===== src/rtl/dct_pkg.sv =====
package dct_pkg;
  // control register layout
  localparam int PEND_LSB = 16;

  // word index of a channel's compare and count registers
  function automatic int cmp_index(input int ch);
    return 1 + 2 * ch;
  endfunction

  function automatic int cnt_index(input int ch);
    return 2 + 2 * ch;
  endfunction
endpackage


===== src/rtl/dct_decode.sv =====
module dct_decode #(
  parameter int N_CH   = 2,
  parameter int ADDR_W = 3
) (
  input  logic              wr_en,
  input  logic [ADDR_W-1:0] wr_addr,
  output logic              ctrl_we,
  output logic [N_CH-1:0]   cmp_we,
  output logic [N_CH-1:0]   cnt_we
);
  import dct_pkg::*;

  assign ctrl_we = wr_en && (wr_addr == '0);

  for (genvar ch = 0; ch < N_CH; ch++) begin : g_dec
    assign cmp_we[ch] = wr_en && (wr_addr == ADDR_W'(cmp_index(ch)));
    assign cnt_we[ch] = wr_en && (wr_addr == ADDR_W'(cnt_index(ch)));
  end
endmodule


===== src/rtl/dct_channel.sv =====
module dct_channel #(
  parameter int CNT_W = 32
) (
  input  logic             clk,
  input  logic             rst,
  input  logic             cnt_we,
  input  logic             cmp_we,
  input  logic             pend_clr,
  input  logic [CNT_W-1:0] wdata,
  output logic [CNT_W-1:0] cnt_q,
  output logic [CNT_W-1:0] cmp_q,
  output logic             pend_q
);
  logic match;
  assign match = (cnt_q == cmp_q);

  always_ff @(posedge clk) begin
    if (rst) begin
      cnt_q  <= '0;
      cmp_q  <= '0;
      pend_q <= 1'b0;
    end else begin
      cnt_q <= cnt_we ? wdata : cnt_q + 1'b1;
      if (cmp_we) cmp_q <= wdata;
      // re-arm beats match, match beats software clear
      if (cmp_we)        pend_q <= 1'b0;
      else if (match)    pend_q <= 1'b1;
      else if (pend_clr) pend_q <= 1'b0;
    end
  end

  a_r2_count_advances: assert property (@(posedge clk) disable iff (rst)
    !cnt_we |=> cnt_q == $past(cnt_q) + 1'b1);
  a_r3_count_preset: assert property (@(posedge clk) disable iff (rst)
    cnt_we |=> cnt_q == $past(wdata));
  a_r5_match_sets: assert property (@(posedge clk) disable iff (rst)
    (match && !cmp_we) |=> pend_q);
  a_r6_rearm_clears: assert property (@(posedge clk) disable iff (rst)
    cmp_we |=> !pend_q);
endmodule


===== src/rtl/dct_readmux.sv =====
module dct_readmux #(
  parameter int N_CH   = 2,
  parameter int CNT_W  = 32,
  parameter int DATA_W = 32,
  parameter int ADDR_W = 3
) (
  input  logic                       clk,
  input  logic                       rst,
  input  logic [ADDR_W-1:0]          rd_addr,
  input  logic [DATA_W-1:0]          ctrl_word,
  input  logic [N_CH-1:0][CNT_W-1:0] cnt_all,
  input  logic [N_CH-1:0][CNT_W-1:0] cmp_all,
  output logic [DATA_W-1:0]          rd_data
);
  import dct_pkg::*;
  localparam int LAST_ADDR = 2 * N_CH;

  logic [DATA_W-1:0] sel;

  always_comb begin
    sel = '0;
    if (rd_addr == '0) sel = ctrl_word;
    for (int ch = 0; ch < N_CH; ch++) begin
      if (rd_addr == ADDR_W'(cmp_index(ch))) sel = DATA_W'(cmp_all[ch]);
      if (rd_addr == ADDR_W'(cnt_index(ch))) sel = DATA_W'(cnt_all[ch]);
    end
  end

  always_ff @(posedge clk) begin
    if (rst) rd_data <= '0;
    else     rd_data <= sel;
  end

  a_r1_hole_reads_zero: assert property (@(posedge clk) disable iff (rst)
    (rd_addr > ADDR_W'(LAST_ADDR)) |=> rd_data == '0);
endmodule


===== src/rtl/dct_timer.sv =====
module dct_timer #(
  parameter int N_CH   = 2,
  parameter int CNT_W  = 32,
  parameter int DATA_W = 32,
  localparam int ADDR_W = $clog2(2 * N_CH + 1)
) (
  input  logic              clk,
  input  logic              rst,
  input  logic              wr_en,
  input  logic [ADDR_W-1:0] wr_addr,
  input  logic [DATA_W-1:0] wr_data,
  input  logic [ADDR_W-1:0] rd_addr,
  output logic [DATA_W-1:0] rd_data,
  output logic              irq
);
  import dct_pkg::*;

  logic                       ctrl_we;
  logic [N_CH-1:0]            cmp_we, cnt_we, pend, en_q;
  logic [N_CH-1:0][CNT_W-1:0] cnt_all, cmp_all;
  logic [DATA_W-1:0]          ctrl_word;
  logic                       unused_wr_bits;

  assign unused_wr_bits = ^wr_data;

  dct_decode #(.N_CH(N_CH), .ADDR_W(ADDR_W)) u_decode (
    .wr_en  (wr_en),
    .wr_addr(wr_addr),
    .ctrl_we(ctrl_we),
    .cmp_we (cmp_we),
    .cnt_we (cnt_we)
  );

  for (genvar ch = 0; ch < N_CH; ch++) begin : g_ch
    dct_channel #(.CNT_W(CNT_W)) u_chan (
      .clk     (clk),
      .rst     (rst),
      .cnt_we  (cnt_we[ch]),
      .cmp_we  (cmp_we[ch]),
      .pend_clr(ctrl_we && wr_data[PEND_LSB + ch]),
      .wdata   (wr_data[CNT_W-1:0]),
      .cnt_q   (cnt_all[ch]),
      .cmp_q   (cmp_all[ch]),
      .pend_q  (pend[ch])
    );
  end

  always_ff @(posedge clk) begin
    if (rst) begin
      en_q <= '0;
      irq  <= 1'b0;
    end else begin
      if (ctrl_we) en_q <= wr_data[N_CH-1:0];
      irq <= |(pend & en_q);
    end
  end

  always_comb begin
    ctrl_word = '0;
    ctrl_word[N_CH-1:0] = en_q;
    ctrl_word[PEND_LSB +: N_CH] = pend;
  end

  dct_readmux #(
    .N_CH(N_CH), .CNT_W(CNT_W), .DATA_W(DATA_W), .ADDR_W(ADDR_W)
  ) u_readmux (
    .clk      (clk),
    .rst      (rst),
    .rd_addr  (rd_addr),
    .ctrl_word(ctrl_word),
    .cnt_all  (cnt_all),
    .cmp_all  (cmp_all),
    .rd_data  (rd_data)
  );

  a_r8_irq_needs_enable: assert property (@(posedge clk) disable iff (rst)
    !(|en_q) |=> !irq);
  a_r8_no_irq_without_pending: assert property (@(posedge clk) disable iff (rst)
    !(|pend) |=> !irq);
endmodule


===== config.mk =====
export PLATFORM = sky130hd
export DESIGN_NAME = dct_timer
export DESIGN_NICKNAME = d
export VERILOG_FILES = /design/src/rtl/dct_pkg.sv /design/src/rtl/dct_decode.sv /design/src/rtl/dct_channel.sv /design/src/rtl/dct_readmux.sv /design/src/rtl/dct_timer.sv
export SDC_FILE = /design/constraint.sdc
export NUM_CORES = 1
export LEC_CHECK = 0
export ABC_AREA = 1
export BUFFER_PORTS_ARGS = -buffer_cell sky130_fd_sc_hd__buf_4
export CAP_MARGIN = 5
export CORE_UTILIZATION = 45
export DETAILED_ROUTE_END_ITERATION = 10
export PLACE_DENSITY = 0.65
export SYNTH_ARGS = -nofsm -noshare
export SYNTH_HDL_FRONTEND = slang
export SYNTH_SLANG_ARGS = --single-unit
export TNS_END_PERCENT = 100

===== constraint.sdc =====
create_clock -name clk -period 1.4 [get_ports clk]
set_input_delay 0.28 -clock clk [delete_from_list [all_inputs] [get_ports clk]]
set_output_delay 0.28 -clock clk [all_outputs]
set_load 0.02 [all_outputs]

# Word-level counts from Yosys, hierarchy flattened
# Cells that the tools add are included.
[word_totals] ff_bits=165 elab_cells=47 output_inout_bits=33
[classes] n_bitwise=1 n_eq_ne=10 add_sub_neg=2 n_reduce_logical=14 mux=11
[op_table] operator="$mux 32" n=6
[op_table] operator="$add 32x1->32 const B" n=2
[op_table] operator="$eq 32x32->1" n=2
[op_table] operator="$mux 18" n=1
[op_table] operator="$eq 3x2->1 const B" n=4
[op_table] operator="$logic_and 1x1->1" n=7
[op_table] operator="$eq 3x1->1 const B" n=2
[op_table] operator="$eq 3x3->1 const B" n=2
[op_table] operator="$logic_not 3->1" n=2
[op_table] operator="$reduce_or 2->1" n=3
[op_table] operator="$mux 1" n=4
[op_table] operator="$reduce_bool 2->1" n=2
[op_table] operator="$and 2x2->2" n=1

# Depth between registers and ports, before layout
[logic_depth] depth_word=6 mapped_depth=11

# By module
# Synthesis repeated with hierarchy kept, for this count alone.
[hier_totals] cells_unflattened=1525 area_unflattened_um2=9564.2
[modules_own_cells] mod="dct_channel" cells_per_inst=563 seq_area_each_um2=1301.2 n_inst=2 area_each_um2=3595.9
[modules_own_cells] mod="dct_readmux" cells_per_inst=363 seq_area_each_um2=640.6 n_inst=1 area_each_um2=2184.6
[modules_own_cells] mod="dct_timer" cells_per_inst=22 seq_area_each_um2=60.1 n_inst=1 area_each_um2=132.6
[modules_own_cells] mod="dct_decode" cells_per_inst=14 seq_area_each_um2=0.0 n_inst=1 area_each_um2=55.1

# Worst setup path before layout
# OpenSTA, ideal clock, no wires.
[synth_timing] path_kind="register to register" start="reg g_ch[0].u_chan.cnt_q[0]" end="reg g_ch[0].u_chan.cnt_q[20]" arrival_time_ns=1.409 stages_incl_launch_ff=11 required_time_ns=1.286 n_path_buf=0 slack_ns=-0.122 period_less_slack_ns=1.522 path_cell_list="dfxtp_1 > ha_1 > nand3_2 > nor2_4 > nand2_4 > nor2_4 > nand2_1 > nand2_1 > nand2_1 > o21bai_1 > inv_1"
[synth_via] elab_chain_len=2
[synth_rtl] item="from (decl)" line_no="dct_channel.sv:10" text="output logic [CNT_W-1:0] cnt_q,"
[synth_rtl] item="from (signal assigned)" line_no="dct_channel.sv:23" text="cnt_q <= cnt_we ? wdata : cnt_q + 1'b1;"
[synth_rtl] item="$add 32x1->32" line_no="dct_channel.sv:23"
[synth_rtl] item="$mux 32" line_no="dct_channel.sv:23"
# Every way passes these cells.
# A chain may end at the register's enable or synchronous reset.

# Final worst setup path
[layout_timing] start="reg g_ch[1].u_chan.cnt_q[2]" end="reg g_ch[1].u_chan.cnt_q[19]"
[layout_via] elab_chain_len=2
[layout_rtl] item="from (decl)" line_no="dct_channel.sv:10"
[layout_rtl] item="from (signal assigned)" line_no="dct_channel.sv:23"
[layout_rtl] item="$add 32x1->32" line_no="dct_channel.sv:23"
[layout_rtl] item="$mux 32" line_no="dct_channel.sv:23"
# Every way passes these cells.

==> tab_implementation.tex <==
\begin{tabular}{lr}
\hline
Metric & Value \\
\hline
\multicolumn{2}{l}{\textbf{Status}} \\
Result of the run & finished with violations \\
Violations in the final reports & negative setup slack \\
\multicolumn{2}{l}{\textbf{Logic synthesis}} \\
Largest cells by area after synthesis & sky130\_fd\_sc\_hd\_\_dfxtp\_1, sky130\_fd\_sc\_hd\_\_nand2\_1, sky130\_fd\_sc\_hd\_\_o21ai\_0 \\
Average footprint of a synthesized cell & 6.40 um2 \\
Post-synthesis instance area & 9140 um2 \\
Number of warnings issued by yosys & 0 \\
Cell accounting for the most synthesized area & sky130\_fd\_sc\_hd\_\_dfxtp\_1 \\
Post-synthesis net count & 1,472 \\
Sequential-to-total area share from yosys stat & 36.1\% \\
Fraction of synthesized cell area taken by the top area cell type & 36.1\% \\
Number of instances in the synthesized netlist & 1,429 \\
Synth unique cells & 32 \\
Post-synthesis sequential element count & 165 \\
\multicolumn{2}{l}{\textbf{Final layout}} \\
Final core utilization & 65.7\% \\
Share of post-route cells with drive strength above 1 & 31.6\% \\
Number of nets at the end of the flow & 1,722 \\
Antenna diode count & 0 \\
Most frequent cells in the layout & sky130\_fd\_sc\_hd\_\_nand2\_1, sky130\_fd\_sc\_hd\_\_buf\_4, sky130\_fd\_sc\_hd\_\_inv\_1, sky130\_fd\_sc\_hd\_\_o21ai\_0, sky130\_fd\_sc\_hd\_\_dfxtp\_1 \\
Most common cell after layout, fill and taps aside & sky130\_fd\_sc\_hd\_\_nand2\_1 \\
Area Overhead vs Synth & 41.8\% \\
Filler cell count in the final layout & approximately 1.7k \\
Final cell area excluding filler cells & approximately 13,000 um2 \\
Non-filler cells in the finished layout & 1,957 \\
\multicolumn{2}{l}{\textbf{Clock tree}} \\
TritonCTS clock tree & yes \\
Number of buffers on the longest clock path & 2 \\
Clk slew on worst S/H paths & 70 ps \\
TritonCTS sink count & 165 \\
Total clock buffers created by CTS & 17 \\
Clock H-tree levels & 4 \\
Hold buffers post-CTS & 0 \\
Clock insertion delay at the later pin of the skew report & 430 ps \\
Root buffer cell & sky130\_fd\_sc\_hd\_\_clkbuf\_16 \\
\multicolumn{2}{l}{\textbf{Global routing}} \\
Overflow left after global routing & 0 \\
Overall routing resource usage & 31.8\% \\
Maximum number of pins on one net before global-route repair & 53 \\
First-pass GRT wire length & 49.6 mm \\
Vias in the first global route & $\sim$9.3k \\
Initial antenna violation count & 0 \\
\multicolumn{2}{l}{\textbf{Min path}} \\
Min-Delay Path Class & in -> reg \\
\multicolumn{2}{l}{\textbf{STA}} \\
Relative slew slack & around two thirds \\
Peak clock frequency supported by timing & 678 MHz \\
Fin crit period & 1470 ps \\
Summed negative setup slack over all endpoints & -788 ps \\
Count of endpoints failing setup in the final report & 20 \\
Measured slew at the worst slew-check pin & 474 ps \\
Setup WS post-layout & -74.0 ps \\
Unrepaired setup endpoints after global routing & yes \\
Fin. max-slew vios & 0 \\
Worst Hold Slack & approximately 130 ps \\
Max Clock Skew & 9.35 ps \\
Share of the clock period used by the worst path & 105\% \\
Hold Fails Final Rpt & 0 \\
\multicolumn{2}{l}{\textbf{Placed design}} \\
RePlAce Congestion & between 0.9 and 1 \\
Cell Count Post-Placement & roughly 1.9k \\
Post-DP HPWL & around 24 mm \\
Post-placement cell area & roughly 12,000 um2 \\
Count of buffers from port buffering & 73 \\
Pre-CTS setup slack & -161 ps \\
\multicolumn{2}{l}{\textbf{Worst setup path}} \\
Count of buffering cells on the critical path with inverters included & 2 \\
CP Capture Type & register \\
Worst path slowest cell & sky130\_fd\_sc\_hd\_\_dfxtp\_2 \\
Worst endpoint data arrival time & 1810 ps \\
Delay of the slowest critical-path stage & 380 ps \\
Endpoint required time on the critical path & 1730 ps \\
Launching element type of the critical path & register \\
Family of cells with the greatest summed delay on the critical path & simple AND/OR/NAND/NOR gates \\
Critical Path Fanout Max & 5 \\
Cell Chain, Critical Path & nand2\_4, nor2\_4, nand2\_4, nor2\_4, buf\_6, nand3\_2, nand2\_1, nand3\_1, nand3\_1, inv\_1 \\
Worst Path Class, Setup & reg -> reg \\
\multicolumn{2}{l}{\textbf{Routing}} \\
Post-detailed-route via-to-cell ratio & about 5.2 \\
Wire per inst & 16.9 um \\
First-pass iteration count of the detailed router & 5 \\
Number of design rule violations left after detail routing & 0 \\
Remaining number of nets flagged by the antenna check after routing & 0 \\
Total wire length after detailed routing & 33.2 mm \\
Initial detailed-routing violation count & 999 \\
Total via count in the routed design & 10.2k \\
\multicolumn{2}{l}{\textbf{Floorplanning}} \\
Die Y & between 100 and 150 um \\
Die width & 145 um \\
Floorplan Core Area & 19,700 um2 \\
Floorplan row count & 51 \\
Die ar. & 20,900 um2 \\
Starting density of the core & 46.4\% \\
Number of top-level pins & 74 \\
\multicolumn{2}{l}{\textbf{Power and ir drop}} \\
Power per cell area & between 800 and 900 nW/um2 \\
Total power & 11.2 mW \\
Leakage power summed over all cells & 5.92 nW \\
VDD IR max & 0.785 mV \\
\multicolumn{2}{l}{\textbf{Job}} \\
Max-cap check violation count & 0 \\
\hline
\end{tabular}
## state kept, by name, indices dropped and copies added (netlist names)
name,count
g_ch.u_chan.cmp_q,64
en_q,2
g_ch.u_chan.cnt_q,64
u_readmux.rd_data,32
g_ch.u_chan.pend_q,2
irq,1
## report_power, final
group / switching [mW] / internal [mW] / leakage, nW
registers: 0.182 / 4.86 / 1.37
logic: 0.915 / 0.701 / 4.30
clock network: 2.13 / 2.39 / 0.252
## worst register-to-register path, stage by stage, from the launching register on
cell,delay [ps]
sky130_fd_sc_hd__dfxtp_2,380
sky130_fd_sc_hd__nand2_4,70
sky130_fd_sc_hd__nor2_4,230
sky130_fd_sc_hd__nand2_4,120
sky130_fd_sc_hd__nor2_4,170
sky130_fd_sc_hd__buf_6,130
sky130_fd_sc_hd__nand3_2,50
sky130_fd_sc_hd__nand2_1,60
sky130_fd_sc_hd__nand3_1,60
sky130_fd_sc_hd__nand3_1,70
sky130_fd_sc_hd__inv_1,40
## logic make-up (layout without fill, tap and decap cells)
| kind of cell | count (synthesis) | after routing | share of synthesized area [%] |
|---|---|---|---|
| fa+ha+maj | 2 | 2 | 0.274 |
| buf+inv | 273 | 536 | 11.5 |
| xor+xnor | 60 | 60 | 5.75 |
| simple gates | 615 | 615 | 28.5 |
| compound gates | 314 | 314 | 17.9 |
| flops | 165 | 165 | 36.1 |
## final timing paths
kind,from,to,slack (ps),cells past startpoint
worst min register to register,g_ch[1].u_chan.cmp_q[7],g_ch[1].u_chan.cmp_q[7],470,2
worst max-delay path,g_ch[1].u_chan.cnt_q[2],g_ch[1].u_chan.cnt_q[19],-70,10
worst min-delay path,wr_data[5],g_ch[0].u_chan.cmp_q[5],130,3
worst max register to register,g_ch[1].u_chan.cnt_q[2],g_ch[1].u_chan.cnt_q[19],-70,10
## routing by layer
metal / track usage (%) / routed length [um]
met5: 0 / 0
met4: 9.25 / 771
met3: 5.60 / 2480
met2: 50.4 / 15100
met1: 43.8 / 14800
## synthesized netlist by cell type (all sizes together)
library cell,n
nand3,89
ha,2
a311oi,2
o22ai,10
o211ai,5
buf,16
nor3,25
xor2,13
clkinv,1
a31oi,4
nor2,148
xnor2,47
a21oi,100
nand2,335
o21bai,11
or2,8
dfxtp,165
o21ai,182
nand4,10
inv,209
clkbuf,47
## layout make-up
type | instances | area, um2 | share of cell area, %
timing repair buffer | 294 | 2450 | 18.9
multi-input combinational | 991 | 5420 | 41.8
clock buffer | 20 | 457 | 3.52
sequential | 165 | 3410 | 26.3
inverter | 210 | 798 | 6.16
tap | 265 | 332 | 2.56
clock inverter | 12 | 97.6 | 0.753
## repair_timing
| item | in CTS | in global routing |
|---|---|---|
| cloned | 0 | 0 |
| pin swaps | 18 | 64 |
| endpoints found under the setup margin | 43 | 54 |
| buffers inserted | 7 | 8 |
| resized for setup | 64 | 192 |
| hold endpoints to repair | 0 | 0 |
Note: power is estimated with default switching activity, not from simulation.
